$ cat config.mk
export PLATFORM = sky130hd
export DESIGN_NAME = srst_ctrl
export DESIGN_NICKNAME = d
export VERILOG_FILES = /design/src/rtl/srst_pkg.sv /design/src/rtl/srst_req_fsm.sv /design/src/rtl/srst_pulse_cnt.sv /design/src/rtl/srst_err_latch.sv /design/src/rtl/srst_ctrl.sv
export SDC_FILE = /design/constraint.sdc
export NUM_CORES = 1
export LEC_CHECK = 0
export ABC_AREA = 1
export BUFFER_PORTS_ARGS = -buffer_cell sky130_fd_sc_hd__buf_2
export CAP_MARGIN = 5
export CORE_AREA = 2 2 48 61
export DETAILED_ROUTE_END_ITERATION = 10
export DIE_AREA = 0 0 50 63
export GPL_TIMING_DRIVEN = 0
export HOLD_SLACK_MARGIN = 0.06
export PLACE_DENSITY = 0.71
export REMOVE_ABC_BUFFERS = 1
export SLEW_MARGIN = 20
export SYNTH_ARGS = -nofsm -noshare
export SYNTH_HDL_FRONTEND = slang
export SYNTH_HIERARCHICAL = 1
export SYNTH_SLANG_ARGS = --single-unit
$ cat constraint.sdc
create_clock -name clk -period 1.2 [get_ports clk]
set_clock_uncertainty 0.15 [all_clocks]
set_input_delay 0.18 -clock clk [delete_from_list [all_inputs] [get_ports clk]]
set_output_delay 0.18 -clock clk [all_outputs]
set_load 0.1 [all_outputs]
$ cat src/rtl/srst_pkg.sv
package srst_pkg;

  localparam int unsigned SR_ADDR_CTRL = 0;
  localparam int unsigned SR_ADDR_ERR  = 1;

  typedef enum logic [1:0] {
    SR_IDLE  = 2'd0,
    SR_WAIT  = 2'd1,
    SR_PULSE = 2'd2
  } srst_state_e;

endpackage

$ cat src/rtl/srst_req_fsm.sv
module srst_req_fsm
  import srst_pkg::*;
(
  input  logic clk,
  input  logic rst_n,
  input  logic req_set,
  input  logic both_idle,
  input  logic pulse_last,
  output logic pending,
  output logic pulse_on
);

  srst_state_e state_q, state_d;

  always_comb begin
    state_d = state_q;
    unique case (state_q)
      SR_IDLE:  if (req_set)    state_d = SR_WAIT;
      SR_WAIT:  if (both_idle)  state_d = SR_PULSE;
      SR_PULSE: if (pulse_last) state_d = SR_IDLE;
      default:                  state_d = SR_IDLE;
    endcase
  end

  always_ff @(posedge clk or negedge rst_n) begin
    if (!rst_n) state_q <= SR_IDLE;
    else        state_q <= state_d;
  end

  assign pending  = (state_q != SR_IDLE);
  assign pulse_on = (state_q == SR_PULSE);

endmodule

$ cat src/rtl/srst_pulse_cnt.sv
module srst_pulse_cnt #(
  parameter int unsigned PULSE_LEN = 4
) (
  input  logic clk,
  input  logic rst_n,
  input  logic active,
  output logic last
);

  generate
    if (PULSE_LEN <= 1) begin : g_single
      assign last = active;
    end else begin : g_count
      localparam int unsigned CNT_W = $clog2(PULSE_LEN);
      localparam logic [CNT_W-1:0] LAST_V = CNT_W'(PULSE_LEN - 1);
      logic [CNT_W-1:0] cnt_q;

      always_ff @(posedge clk or negedge rst_n) begin
        if (!rst_n)      cnt_q <= '0;
        else if (!active) cnt_q <= '0;
        else if (cnt_q != LAST_V) cnt_q <= cnt_q + 1'b1;
        else             cnt_q <= '0;
      end

      assign last = active && (cnt_q == LAST_V);
    end
  endgenerate

endmodule

$ cat src/rtl/srst_err_latch.sv
module srst_err_latch #(
  parameter int unsigned ERR_W = 4
) (
  input  logic             clk,
  input  logic             rst_n,
  input  logic             clr,
  input  logic             evt,
  input  logic [ERR_W-1:0] code,
  output logic             flag,
  output logic [ERR_W-1:0] code_q
);

  always_ff @(posedge clk or negedge rst_n) begin
    if (!rst_n) begin
      flag   <= 1'b0;
      code_q <= '0;
    end else if (clr) begin
      flag   <= 1'b0;
      code_q <= '0;
    end else if (evt && !flag) begin
      flag   <= 1'b1;
      code_q <= code;
    end
  end

endmodule

$ cat src/rtl/srst_ctrl.sv
module srst_ctrl
  import srst_pkg::*;
#(
  parameter int unsigned ADDR_W    = 4,
  parameter int unsigned DATA_W    = 32,
  parameter int unsigned ERR_W     = 4,
  parameter int unsigned PULSE_LEN = 4
) (
  input  logic              clk,
  input  logic              rst_n,
  input  logic              wr_en,
  input  logic [ADDR_W-1:0] wr_addr,
  input  logic [DATA_W-1:0] wr_data,
  input  logic [ADDR_W-1:0] rd_addr,
  output logic [DATA_W-1:0] rd_data,
  input  logic              tx_idle,
  input  logic              rx_idle,
  input  logic              err_evt,
  input  logic [ERR_W-1:0]  err_code,
  output logic              host_err_irq,
  output logic              mac_srst
);

  localparam logic [ADDR_W-1:0] A_CTRL = ADDR_W'(SR_ADDR_CTRL);
  localparam logic [ADDR_W-1:0] A_ERR  = ADDR_W'(SR_ADDR_ERR);

  function automatic logic [DATA_W-1:0] ctrl_word(input logic pend);
    ctrl_word = DATA_W'(pend);
  endfunction

  function automatic logic [DATA_W-1:0] err_word(input logic flg,
                                                 input logic [ERR_W-1:0] cd);
    err_word = DATA_W'({cd, flg});
  endfunction

  logic             req_set;
  logic             both_idle;
  logic             pulse_last;
  logic             req_pending;
  logic             pulse_on;
  logic [ERR_W-1:0] err_code_q;
  logic             unused_wr_bits;

  assign req_set        = wr_en && (wr_addr == A_CTRL) && wr_data[0];
  assign both_idle      = tx_idle && rx_idle;
  assign unused_wr_bits = ^wr_data[DATA_W-1:1];

  srst_req_fsm u_fsm (
    .clk        (clk),
    .rst_n      (rst_n),
    .req_set    (req_set),
    .both_idle  (both_idle),
    .pulse_last (pulse_last),
    .pending    (req_pending),
    .pulse_on   (pulse_on)
  );

  srst_pulse_cnt #(.PULSE_LEN(PULSE_LEN)) u_cnt (
    .clk    (clk),
    .rst_n  (rst_n),
    .active (pulse_on),
    .last   (pulse_last)
  );

  srst_err_latch #(.ERR_W(ERR_W)) u_err (
    .clk    (clk),
    .rst_n  (rst_n),
    .clr    (pulse_on),
    .evt    (err_evt),
    .code   (err_code),
    .flag   (host_err_irq),
    .code_q (err_code_q)
  );

  assign mac_srst = pulse_on;

  always_comb begin
    if (rd_addr == A_CTRL)     rd_data = ctrl_word(req_pending);
    else if (rd_addr == A_ERR) rd_data = err_word(host_err_irq, err_code_q);
    else                       rd_data = '0;
  end

endmodule

==> impl_metrics.csv <==
group,metric,value,unit
logic_synthesis,syn_avg_cell_area,7.35,sq um
die,row_count,21,
clocking,clk_path_buf_depth,2,
clocking,clock_latency,250,ps
layout,multi_input_area,390,sq um
grt,grt.total_usage,0.105,
timing,setup_viol,15,
placed_design,post_dp_cell_area,768,sq um
layout,n_antenna_cell,0,
logic_synthesis,synth.cell_area,706,sq um
detailed_routing,first_pass_iters,4,
layout,areaGrowthSynthToFinish,65.1,%
pwr,irDropWorstVdd,0.000905,V
logic_synthesis,yosys.area.top_type,"dfrtp_1",
grt,grt_first_pass_wirelength,2620,um
detailed_routing,drc,0,
clocking,cts_tree,"built",
pwr,p_int,0.992,mW
critical_path,worstSetupStartpointType,"flop",
layout,final_cell_mix,"conb_1 (27), buf_2 (18), buf_4 (12)",
timing,post-route-period-util,1.24,
detailed_routing,routed_wl,1560,um
die,die_x,50,um
timing,layout_setup_ws,-283,ps
grt,gr-total-overflow,0,
min_path,hold_path_class,"in2reg",
clocking,clk_pin_slew,60,ps
die,die_h,63,um
die,start_util,0.271,
detailed_routing,wl_per_cell,8.74,um
layout,final_area,1160,sq um
logic_synthesis,post_synth_num_cell_types,15,
logic_synthesis,yosysTopAreaCellShare,0.319,
layout,n_fill_cell,257,
timing,period_minus_slack,1480,ps
pwr,p_leak,0.640,nW
clocking,cts_made_buffers,3,
critical_path,arrival,1150,ps
pwr,p_sw,1.10,mW
logic_synthesis,synthTopCellsByArea,"dfrtp_1 (32%), buf_4 (29%), inv_1 (8.0%)",
logic_synthesis,synth.ff_latch_count,9,
placed_design,finalWeightedCongestion,0.665,
clocking,cts_max_level,1,
timing,max_freq,674,MHz
detailed_routing,vias,693,
layout,drive_above_1_share,0.483,
detailed_routing,viasPerCell,3.87,
grt,grt_max_degree,10,
layout,final_common_cell,"conb_1",
die,die_area,3150,sq um
status,violations,"negative setup slack",
timing,hold_violations,0,
logic_synthesis,synthCells,96,
layout,ff_latch_area,226,sq um
layout,nets,197,
pwr,power_density,1790,nW/um^2
detailed_routing,antenna_left,0,
grt,antenna_found_initial,0,
status,outcome,"finished, violations left",
pwr,swShare,0.525,
flow_run,maxCapViolCount,0,
die,core_area,2600,sq um
timing,setup_total_negative_slack,-2370,ps
die,pin_count,84,
critical_path,crit_type,"reg2out",
pwr,combPwrFrac,0.668,
pwr,finalPower,2.09,mW
grt,grt_pass1_vias,673,
critical_path,crit_required,870,ps
logic_synthesis,yosys_warnings,6,
pwr,clkPwrFrac,0.109,
placed_design,portBuffers,25,
clocking,cts-root-buf,"clkbuf_4",
timing,rsz0062_at_grt,"true",
critical_path,critPathCaptureType,"output pin",
placed_design,place_hpwl,973,um
pwr,p_seq_frac,0.223,
logic_synthesis,ys_seq_area_frac,0.319,
detailed_routing,drt-initial-drc-count,22,
clocking,clock_sinks,9,
timing,maxSlewViolCount,0,
critical_path,cp_max_fo,2,
-- final timing paths --
| path | start | endpoint | slack [ps] | depth (start not counted) |
|---|---|---|---|---|
| min in group asynchronous | rst_n | u_err/code_q[0]$_DFFE_PN0P_ | 150 | 2 |
| min reg2reg | u_cnt/g_count.cnt_q[0]$_DFF_PN0_ | u_cnt/g_count.cnt_q[0]$_DFF_PN0_ | 280 | 1 |
| max in group asynchronous | rst_n | u_err/flag$_DFFE_PN0P_ | 550 | 2 |
| min | err_evt | u_err/code_q[3]$_DFFE_PN0P_ | 80 | 3 |
| max reg2reg | u_fsm/state_q[0]$_DFFE_PN0P_ | u_err/code_q[0]$_DFFE_PN0P_ | -240 | 6 |
| max | u_fsm/state_q[0]$_DFFE_PN0P_ | rd_data[0] | -280 | 5 |
-- state kept, by name (all words and copies together) (netlist names) --
name	flops
u_fsm/state_q	2
u_err/flag	1
u_err/code_q	4
u_cnt/g_count.cnt_q	2
-- layout make-up --
class                      instances  area share
timing repair buffer              46       0.357
multi-input combinational         70       0.335
sequential                         9       0.194
inverter                          16      0.0548
tap                               34      0.0365
clock buffer                       4      0.0226
-- power groups by stage --
stage	combinational, mW	sequential (mW)	clock, mW
after global routing	1.46	0.473	0.256
final	1.40	0.465	0.228
after detailed placement	0.907	0.460	0
after floorplan	0.674	0.573	0
after CTS	1.22	0.469	0.234
after global placement	0.899	0.460	0
-- per-layer routing --
metal,vias up,GRT usage,share of wire
li1,338,-,-
met1,319,0.102,0.35
met2,36,0.211,0.59
met3,0,0.0144,0.066
met4,0,0.0417,0
met5,-,0,0
-- metrics by stage --
step	utilization	std cells	setup slack, ps	hold WS (ps)
final	0.448	179	-283	78.9
after global routing	0.448	179	-346	81.0
after CTS	0.414	175	-312	70.3
after detailed placement	0.295	154	-285	-111
after global placement	0.295	154	-279	-113
after floorplan	-	95	-907	-266
-- cells in the mapped netlist --
master	count
o22ai_1	1
a21oi_2	1
nand2_1	13
nand3_1	7
buf_4	27
inv_2	1
nor2_2	3
conb_1	1
nor2_1	9
or2_0	1
dfrtp_1	9
ha_1	1
nand4_1	5
inv_1	15
nand2_2	2
-- worst max-delay path, stage by stage (launching register included) --
cell and delay (ps):
dfrtp_1 390, nor2_2 150, inv_2 60, nand3_2 70, nand2_2 60, buf_12 160
-- cell families after synthesis --
logic type	share of synthesized area
other	0.00531
AO/OA/AOI/OAI	0.0213
adder cells (fa/ha/maj)	0.0177
flip-flops	0.319
buffers and inverters	0.372
AND/OR/NAND/NOR	0.264
-- timing repair --
item / 4_1_cts / 5_1_grt
endpoints found under the hold margin: 13 / 0
setup buffers: 13 / 5
pin swaps: 9 / 4
hold buffers: 5 / 0
resized for setup: 39 / 18
setup endpoints to repair: 12 / 15
No activity file was read; power rests on OpenSTA's default activity.
